`src/rtl/rcp_seed_pkg.sv`:
```
package rcp_seed_pkg;

  localparam int EXP_W    = 11;
  localparam int MAN_W    = 20;
  localparam int WORD_W   = 1 + EXP_W + MAN_W;
  localparam int EXP_BIAS = (1 << (EXP_W - 1)) - 1;
  // reciprocal exponent base: 2*bias - 1
  localparam int EXP_BASE = 2 * EXP_BIAS - 1;
  // interpolated value 2/m held with this many fraction bits
  localparam int SEED_FB  = MAN_W + 1;
  localparam int SEED_W   = SEED_FB + 2;

  typedef enum logic [1:0] {
    KIND_NUM,
    KIND_ZERO,
    KIND_INF,
    KIND_NAN
  } kind_e;

  typedef struct packed {
    logic             sign;
    logic [EXP_W-1:0] expo;
    kind_e            kind;
    logic             fzero;
    logic [MAN_W-1:0] mant;
  } seed_stage_t;

endpackage

```
`src/rtl/rcp_seed_mant.sv`:
```
module rcp_seed_mant
  import rcp_seed_pkg::*;
#(
  parameter int IDX_W = 6,
  parameter int INT_W = 8
) (
  input  logic [MAN_W-1:0] frac_i,
  output logic [MAN_W-1:0] mant_o,
  output logic             fzero_o
);

  localparam int DEPTH  = 1 << IDX_W;
  localparam int NUM_SH = SEED_FB + 1 + IDX_W;
  localparam int PROD_W = SEED_W + INT_W;

  logic [SEED_W-1:0] base_t  [DEPTH];
  logic [SEED_W-1:0] slope_t [DEPTH];

  // segment g covers m in [1+g/DEPTH, 1+(g+1)/DEPTH); value stored is 2/m
  for (genvar g = 0; g < DEPTH; g++) begin : g_seg
    localparam logic [63:0] Y_LO = (64'd1 << NUM_SH) / 64'(DEPTH + g);
    localparam logic [63:0] Y_HI = (64'd1 << NUM_SH) / 64'(DEPTH + g + 1);
    assign base_t[g]  = Y_LO[SEED_W-1:0];
    assign slope_t[g] = SEED_W'(Y_LO - Y_HI);
  end

  logic [IDX_W-1:0]  idx;
  logic [INT_W-1:0]  part;
  logic [SEED_W-1:0] y;
  logic              sat;
  logic              round_up;

  assign idx  = frac_i[MAN_W-1 -: IDX_W];
  assign part = frac_i[MAN_W-1-IDX_W -: INT_W];

  always_comb begin
    y = SEED_W'(({base_t[idx], INT_W'(0)}
                 - PROD_W'(slope_t[idx]) * PROD_W'(part)) >> INT_W);
    // value must lie in [1,2); clamp just below 2 otherwise
    sat      = y[SEED_W-1] | ~y[SEED_W-2];
    round_up = y[0] & ~(&y[SEED_FB-1:1]);
    mant_o   = sat ? '1 : y[SEED_FB-1:1] + MAN_W'(round_up);
    fzero_o  = (frac_i == '0);
  end

endmodule

```
`src/rtl/rcp_seed_pack.sv`:
```
module rcp_seed_pack
  import rcp_seed_pkg::*;
(
  input  seed_stage_t       st_i,
  output logic [WORD_W-1:0] hi_o
);

  logic signed [EXP_W+1:0] e_res;

  always_comb begin
    e_res = (EXP_W+2)'(EXP_BASE) - $signed({2'b00, st_i.expo})
            + $signed({{(EXP_W+1){1'b0}}, st_i.fzero});
    unique case (st_i.kind)
      KIND_ZERO: hi_o = {st_i.sign, {EXP_W{1'b1}}, {MAN_W{1'b0}}};
      KIND_INF:  hi_o = {st_i.sign, {(WORD_W-1){1'b0}}};
      KIND_NAN:  hi_o = {1'b0, {EXP_W{1'b1}}, 1'b1, {(MAN_W-1){1'b0}}};
      default: begin
        if (e_res <= 0)
          hi_o = {st_i.sign, {(WORD_W-1){1'b0}}};
        else
          hi_o = {st_i.sign, e_res[EXP_W-1:0],
                  st_i.fzero ? {MAN_W{1'b0}} : st_i.mant};
      end
    endcase
  end

endmodule

```
`src/rtl/rcp_seed_unit.sv`:
```
module rcp_seed_unit
  import rcp_seed_pkg::*;
#(
  parameter int IDX_W = 6,
  parameter int INT_W = 8
) (
  input  logic                clk,
  input  logic                rst_n,
  input  logic                in_valid,
  output logic                in_ready,
  input  logic [WORD_W-1:0]   in_hi,
  output logic                out_valid,
  input  logic                out_ready,
  output logic [WORD_W-1:0]   out_hi,
  output logic [2*WORD_W-1:0] out_dbl
);

  logic             advance;
  logic [EXP_W-1:0] in_exp;
  logic [MAN_W-1:0] in_frac;
  seed_stage_t      s1_next;
  seed_stage_t      s1;
  logic             s1_valid;
  logic [MAN_W-1:0] lut_mant;
  logic             lut_fzero;
  logic [WORD_W-1:0] packed_hi;

  assign advance  = ~out_valid | out_ready;
  assign in_ready = advance;
  assign in_exp   = in_hi[WORD_W-2 -: EXP_W];
  assign in_frac  = in_hi[MAN_W-1:0];

  rcp_seed_mant #(.IDX_W(IDX_W), .INT_W(INT_W)) u_mant (
    .frac_i  (in_frac),
    .mant_o  (lut_mant),
    .fzero_o (lut_fzero)
  );

  always_comb begin
    s1_next.sign  = in_hi[WORD_W-1];
    s1_next.expo  = in_exp;
    s1_next.fzero = lut_fzero;
    s1_next.mant  = lut_mant;
    if (in_exp == '0)      s1_next.kind = KIND_ZERO;
    else if (&in_exp)      s1_next.kind = lut_fzero ? KIND_INF : KIND_NAN;
    else                   s1_next.kind = KIND_NUM;
  end

  always_ff @(posedge clk or negedge rst_n) begin
    if (!rst_n) begin
      s1_valid <= 1'b0;
      s1       <= '0;
    end else if (advance) begin
      s1_valid <= in_valid;
      if (in_valid) s1 <= s1_next;
    end
  end

  rcp_seed_pack u_pack (
    .st_i (s1),
    .hi_o (packed_hi)
  );

  always_ff @(posedge clk or negedge rst_n) begin
    if (!rst_n) begin
      out_valid <= 1'b0;
      out_hi    <= '0;
    end else if (advance) begin
      out_valid <= s1_valid;
      if (s1_valid) out_hi <= packed_hi;
    end
  end

  assign out_dbl = {out_hi, {WORD_W{1'b0}}};

  // presented result frozen while the consumer stalls
  p_hold_out_r11: assert property (@(posedge clk) disable iff (!rst_n)
    out_valid && !out_ready |=> out_valid && $stable(out_hi));

  // operand waiting in the first stage is neither lost nor replaced
  p_hold_s1_r11: assert property (@(posedge clk) disable iff (!rst_n)
    s1_valid && out_valid && !out_ready |=> s1_valid && $stable(s1));

  // zero or subnormal class turns into infinity
  p_zero_to_inf_r5: assert property (@(posedge clk) disable iff (!rst_n)
    advance && s1_valid && s1.kind == KIND_ZERO
      |=> out_hi[WORD_W-2:0] == {{EXP_W{1'b1}}, {MAN_W{1'b0}}});

  // NaN class gives the single quiet NaN word
  p_nan_quiet_r7: assert property (@(posedge clk) disable iff (!rst_n)
    advance && s1_valid && s1.kind == KIND_NAN
      |=> out_hi == {1'b0, {EXP_W{1'b1}}, 1'b1, {(MAN_W-1){1'b0}}});

  // sign travels unchanged for every non-NaN operand
  p_sign_keep_r4: assert property (@(posedge clk) disable iff (!rst_n)
    advance && s1_valid && s1.kind != KIND_NAN |=> out_hi[WORD_W-1] == $past(s1.sign));

  // an accepted operand occupies the first stage on the next cycle
  p_accept_r10: assert property (@(posedge clk) disable iff (!rst_n)
    in_valid && in_ready |=> s1_valid);

endmodule

```
`config.mk`:
```
export PLATFORM = sky130hd
export DESIGN_NAME = rcp_seed_unit
export DESIGN_NICKNAME = d
export VERILOG_FILES = /design/src/rtl/rcp_seed_pkg.sv /design/src/rtl/rcp_seed_mant.sv /design/src/rtl/rcp_seed_pack.sv /design/src/rtl/rcp_seed_unit.sv
export SDC_FILE = /design/constraint.sdc
export NUM_CORES = 1
export LEC_CHECK = 0
export BUFFER_PORTS_ARGS = -buffer_cell sky130_fd_sc_hd__buf_4
export CAP_MARGIN = 20
export CORE_MARGIN = 1
export CORE_UTILIZATION = 55
export CTS_CLUSTER_DIAMETER = 100
export DETAILED_ROUTE_END_ITERATION = 8
export GPL_ROUTABILITY_DRIVEN = 0
export PLACE_DENSITY = 0.85
export SYNTH_ARGS = -nofsm -noshare
export SYNTH_HDL_FRONTEND = slang
export SYNTH_HIERARCHICAL = 1
export SYNTH_SLANG_ARGS = --single-unit
```
`constraint.sdc`:
```
create_clock -name clk -period 4.22 [get_ports clk]
set_input_delay 0.633 -clock clk [delete_from_list [all_inputs] [get_ports clk]]
set_output_delay 0.633 -clock clk [all_outputs]
set_load 0.1 [all_outputs]
```
==> summary.txt, run 1 <==
Status = stopped before the end
Failing step = global routing
First Err = [ERROR GRT-0232] Routing congestion too high. Check the congestion heatmap in the GUI.
Bufs on Longest Clock Path = 2
Die width = 155 µm
Pin count of the biggest net entering global routing = 70
Yosys reg bits = 69
I/O pin count = 134
Synth Cell Area = 12800 µm²
Placed wire-length estimate = 36400 µm
Seq/Total Area, Yosys = 13.5%
Root Buffer = clkbuf_16
CTS buffer count = 9
FP Rows = 55
Buffers on Ports = 101
Synth unique cells = 101
Mean post-synth cell area = 8.01 µm²
Number of synthesized flops with an enable pin = 0
Synth warn = 6
Adder-cell share of the synthesized area = 22.3%
Clock sink total = 69
Combinational family with the most area after synthesis = simple AND/OR/NAND/NOR gates
Worst_ep grt = s1[4]$_DFFE_PN0P_/D
Final global-route overflow total = 261
Worst endpoint type = register data pin
Synthesized instance count = 1599
GRT Overall Usage = 77.4%
Dominant synthesized flop cell = dfrtp_1
CTS H-tree lvls = 3
Synth Area in Simple Gates = 22.8%
Die height = 155 µm
Post-synth ARST share = 100%
Synth Area in Compound Gates = 18.9%
Initial Util = 56.4%
Post-synthesis mux area share = 7.71%
XOR/XNOR Fraction of Synth Area = 2.93%
Placed insts = 2204
Yosys cell counts, types with 5 or more instances:
| cell | number | area, µm² |
|---|---|---|
| and2_1 | 46 | 288 |
| clkbuf_1 | 61 | 229 |
| o31ai_1 | 9 | 67.6 |
| nand4_1 | 21 | 131 |
| nand2b_1 | 21 | 131 |
| a311oi_1 | 10 | 87.6 |
| inv_1 | 149 | 559 |
| o21ai_1 | 6 | 30.0 |
| mux2i_1 | 12 | 120 |
| o21ai_0 | 80 | 400 |
| a21o_1 | 21 | 158 |
| o21bai_1 | 5 | 37.5 |
| nand3_1 | 52 | 260 |
| nand3b_1 | 5 | 37.5 |
| buf_4 | 70 | 526 |
| a211oi_1 | 15 | 113 |
| nor3_1 | 23 | 115 |
| a21oi_1 | 90 | 450 |
| xnor2_1 | 26 | 228 |
| mux2_2 | 65 | 732 |
| o211ai_1 | 16 | 120 |
| or2_2 | 5 | 31.3 |
| dfrtp_1 | 69 | 1730 |
| nor3b_1 | 21 | 158 |
| nor2_1 | 88 | 330 |
| a22oi_1 | 5 | 37.5 |
| nand2_1 | 204 | 766 |
| a41oi_1 | 5 | 43.8 |
| ha_1 | 70 | 876 |
| mux4_2 | 6 | 135 |
| buf_2 | 16 | 80.1 |
| buf_1 | 13 | 48.8 |
| a2111oi_0 | 5 | 43.8 |
| buf_6 | 6 | 67.6 |
| a31oi_1 | 16 | 100 |
| a31o_2 | 7 | 61.3 |
| or3_1 | 8 | 50.1 |
| and3_1 | 14 | 87.6 |
| nor4_1 | 9 | 56.3 |
| nor2b_1 | 20 | 125 |
| xor2_1 | 15 | 131 |
| fa_1 | 99 | 1980 |
timing repair:
| action | CTS |
|---|---|
| pin swaps | 70 |
| setup endpoints to repair | 20 |
| resized for setup | 128 |
| cloned | 2 |
| hold buffers | 0 |
| buffers inserted | 40 |
per-stage QoR:
step / hold slack (ns) / setup TNS, ns / setup WS [ns] / area, µm² / util [%]
after floorplan: 0.337 / -71.41 / -3.74 / 13200 / -
after global placement: 0.444 / -77.86 / -4.05 / 16200 / 71.2
after detailed placement: 0.489 / -84.71 / -4.43 / 16200 / 71.2
after CTS: 0.445 / -69.25 / -3.61 / 17300 / 76.4
cells by family after synthesis:
family / Yosys count
adders and majority gates: 169
buffers and inverters: 317
and+or+nand+nor: 567
xor gates and xnor gates: 42
other: 1
DFF: 69
AOI/OAI and AO/OA: 351
muxes: 83
per-layer routing:
metal  track usage [%]  overflow
met5              37.9         1
met4              76.8        81
met3              67.7         2
met2              91.3       171
met1              75.8         6
==> run 2: changes to the inputs <==
--- a/config.mk
+++ b/config.mk
@@ -8,11 +8,10 @@
 export BUFFER_PORTS_ARGS = -buffer_cell sky130_fd_sc_hd__buf_4
 export CAP_MARGIN = 20
 export CORE_MARGIN = 1
-export CORE_UTILIZATION = 55
-export CTS_CLUSTER_DIAMETER = 100
+export CORE_UTILIZATION = 40
 export DETAILED_ROUTE_END_ITERATION = 8
 export GPL_ROUTABILITY_DRIVEN = 0
-export PLACE_DENSITY = 0.85
+export PLACE_DENSITY_LB_ADDON = 0.15
 export SYNTH_ARGS = -nofsm -noshare
 export SYNTH_HDL_FRONTEND = slang
 export SYNTH_HIERARCHICAL = 1
==> run 2 against run 1 <==
Net effect: the flow now finishes, with violations (negative setup slack); synthesized area stayed put; synthesized cell count stayed put.
==> summary.txt, run 2 <==
Status = complete, but fails checks
Failing checks = negative setup slack
Fillers = 2840
Pin count of the biggest net entering global routing = 70
Largest regs = s1: 35 flops, out_hi: 32 flops
Critical path class = primary input to register
Synth unique cells = 101
Synth warn = 6
Fin crit period = 7.87 ns
Worst setup margin = -3.65 ns
Root Buffer = clkbuf_16
Yosys reg bits = 69
Final global-route overflow total = 0
I/O pin count = 134
Startpoint class of the critical path = primary input
Die width = 181 µm
Buffers on Ports = 101
Critical path startpoint = in_hi[16]
Crit path to = s1[8]
Worst EP arrival = 8.08 ns
Final Hold Vio Count = 0
Synthesized instance count = 1599
Share of the synthesized area in the top cell type = 15.5%
Initial Util = 40.6%
Most frequent cells in the layout = buf_4 (484), nand2_1 (194), inv_1 (133), fa_1 (94), dfrtp_1 (69)
FP Rows = 65
Largest area contributor in the netlist = fa_1
Post-synth top cells = nand2_1 (204), inv_1 (149), fa_1 (99)
Global-route wire length before repair = 71800 µm
Area of the core region = 31600 µm²
Area grow syn2layout = 39.9%
Clock sink total = 69
Reg with most FFs = s1
Post-Route WL = 44900 µm
Seq/Total Area, Yosys = 13.5%
Final setup viols = 20
Reg2Reg Setup Slack = 0.90 ns
Die height = 181 µm
Synth Cell Area = 12800 µm²
Peak Freq = 0.127 GHz
# DRC = 0
Worst Hold Class = primary input to asynchronous set/reset pin
Post-Route Skew = 0.00705 ns
Max_cap viols = 0
GRT Overall Usage = 27.5%
Core Util, Final = 56.8%
Number of synthesized flops with an enable pin = 0
Clock latency on the worst-skew pair = 0.33 ns
Max transition margin = 32.7%
Post-DRT Antenna Nets = 0
Number of global-route vias before repair = 13543
CTS H-tree lvls = 3
CTS tree = done
RSZ-0062 raised after global routing = true
Mean post-synth cell area = 8.01 µm²
Share of layout cells above drive strength 1 = 41.9%
Dominant synthesized flop cell = dfrtp_1
Most common cell after layout, fill and taps aside = buf_4
Starting DRT DRC Count = 1334
CTS buffer count = 9
Reg2Reg Depth = 11
CTS clk-pin slew, worst paths = 0.06 ns
Placed wire-length estimate = 35400 µm
Post-synth ARST share = 100%
Slew Limit Fails = 0
Most frequent cell after synthesis = nand2_1
CP required = 4.43 ns
Wirelength per Cell = 18.7 µm
Setup crit end kind = register
Slowest-stage cell, CP = mux4_2
Area contributors post-synth = fa_1 (15%), dfrtp_1 (13%), ha_1 (6.8%)
Bufs on Longest Clock Path = 2
Reg-to-reg startpoint = s1[20]
Reg2reg end = out_hi[10]
Via-to-Cell Ratio = 5.61
Pre-antenna DRT Iters = 5
Final #Nets = 2196
ANT cells = 0
Antenna violations before repair = 0
Critical Path Fanout Max = 16
Vias = 13444
Total die area = 32700 µm²
Actual slew at the worst max-slew pin = 1.01 ns
Max FFs per register = 35
Critical Path Max Stage Delay = 0.59 ns
Fin crit share = 186%
run 2: cell counts after synthesis:
No cell type changed its count.
run 2: kinds of logic (layout without fill, tap and decap cells):
logic type	Yosys count	in the layout	share of synthesized area, %
flip-flops	69	69	13.5
buffers and inverters	317	683	11.9
other	1	32	0.0293
AO/OA/AOI/OAI	351	351	18.9
adder cells (fa/ha/maj)	169	169	22.3
multiplexers	83	83	7.71
AND/OR/NAND/NOR	567	567	22.8
XOR/XNOR	42	42	2.93
run 2: worst min-delay path by stage:
stage,start,to,slack [ns],cells past startpoint
6_report,rst_n,out_hi[22],0.41,1
2_1_floorplan,rst_n,out_hi[0],0.34,0
4_1_cts,rst_n,out_hi[24],0.46,1
5_1_grt,rst_n,out_hi[24],0.49,1
3_3_place_gp,s1_valid,out_valid,0.45,2
3_5_place_dp,s1_valid,out_valid,0.46,2
run 2: what timing repair did:
item	4_1_cts	5_1_grt
hold buffers	0	0
gates cloned	0	0
pin swaps	74	77
setup buffers	19	14
resized for setup	108	99
endpoints found under the setup margin	20	20
run 2: layout make-up:
cell class,count,area [µm²],area share (%)
Inverter,151,583,3.25
Multi-Input combinational cell,1244,10700,59.7
Clock buffer,9,225,1.26
Sequential cell,69,1730,9.63
Timing Repair Buffer,516,4110,22.9
Clock inverter,7,72.6,0.405
Tap cell,402,503,2.81
run 2: through the flow:
stage	setup WS (ns)	hold WS, ns	std cells	TNS [ns]	area [µm²]
3_3_place_gp	-4.16	0.451	2349	-80.63	16500
5_1_grt	-3.84	0.494	2398	-74.35	17900
6_report	-3.65	0.410	2398	-70.33	17900
2_1_floorplan	-3.74	0.337	1630	-71.41	13200
3_5_place_dp	-4.32	0.460	2349	-81.72	16500
4_1_cts	-3.44	0.458	2384	-65.99	17400
run 2: routing by layer:
layer	vias up	part of all wire [%]	global-route usage, %
met1	6516	42	35.4
met4	0	4.4	11.4
met2	566	48	46.4
li1	6212	-	-
met5	-	0	0
met3	150	5.9	3.67
run 2: critical path, delay by kind of cell:
family          cells  cell delay [ns]
simple gates        8             1.14
xor+xnor            1             0.15
buf+inv            12             1.33
compound gates      7             1.16
mux                 2             0.87
fa+ha+maj           7             2.72
Power of run 2 is left out: the tool's default activity adds up to more than one toggle a clock period on the data nets, which glitch-free logic cannot reach.
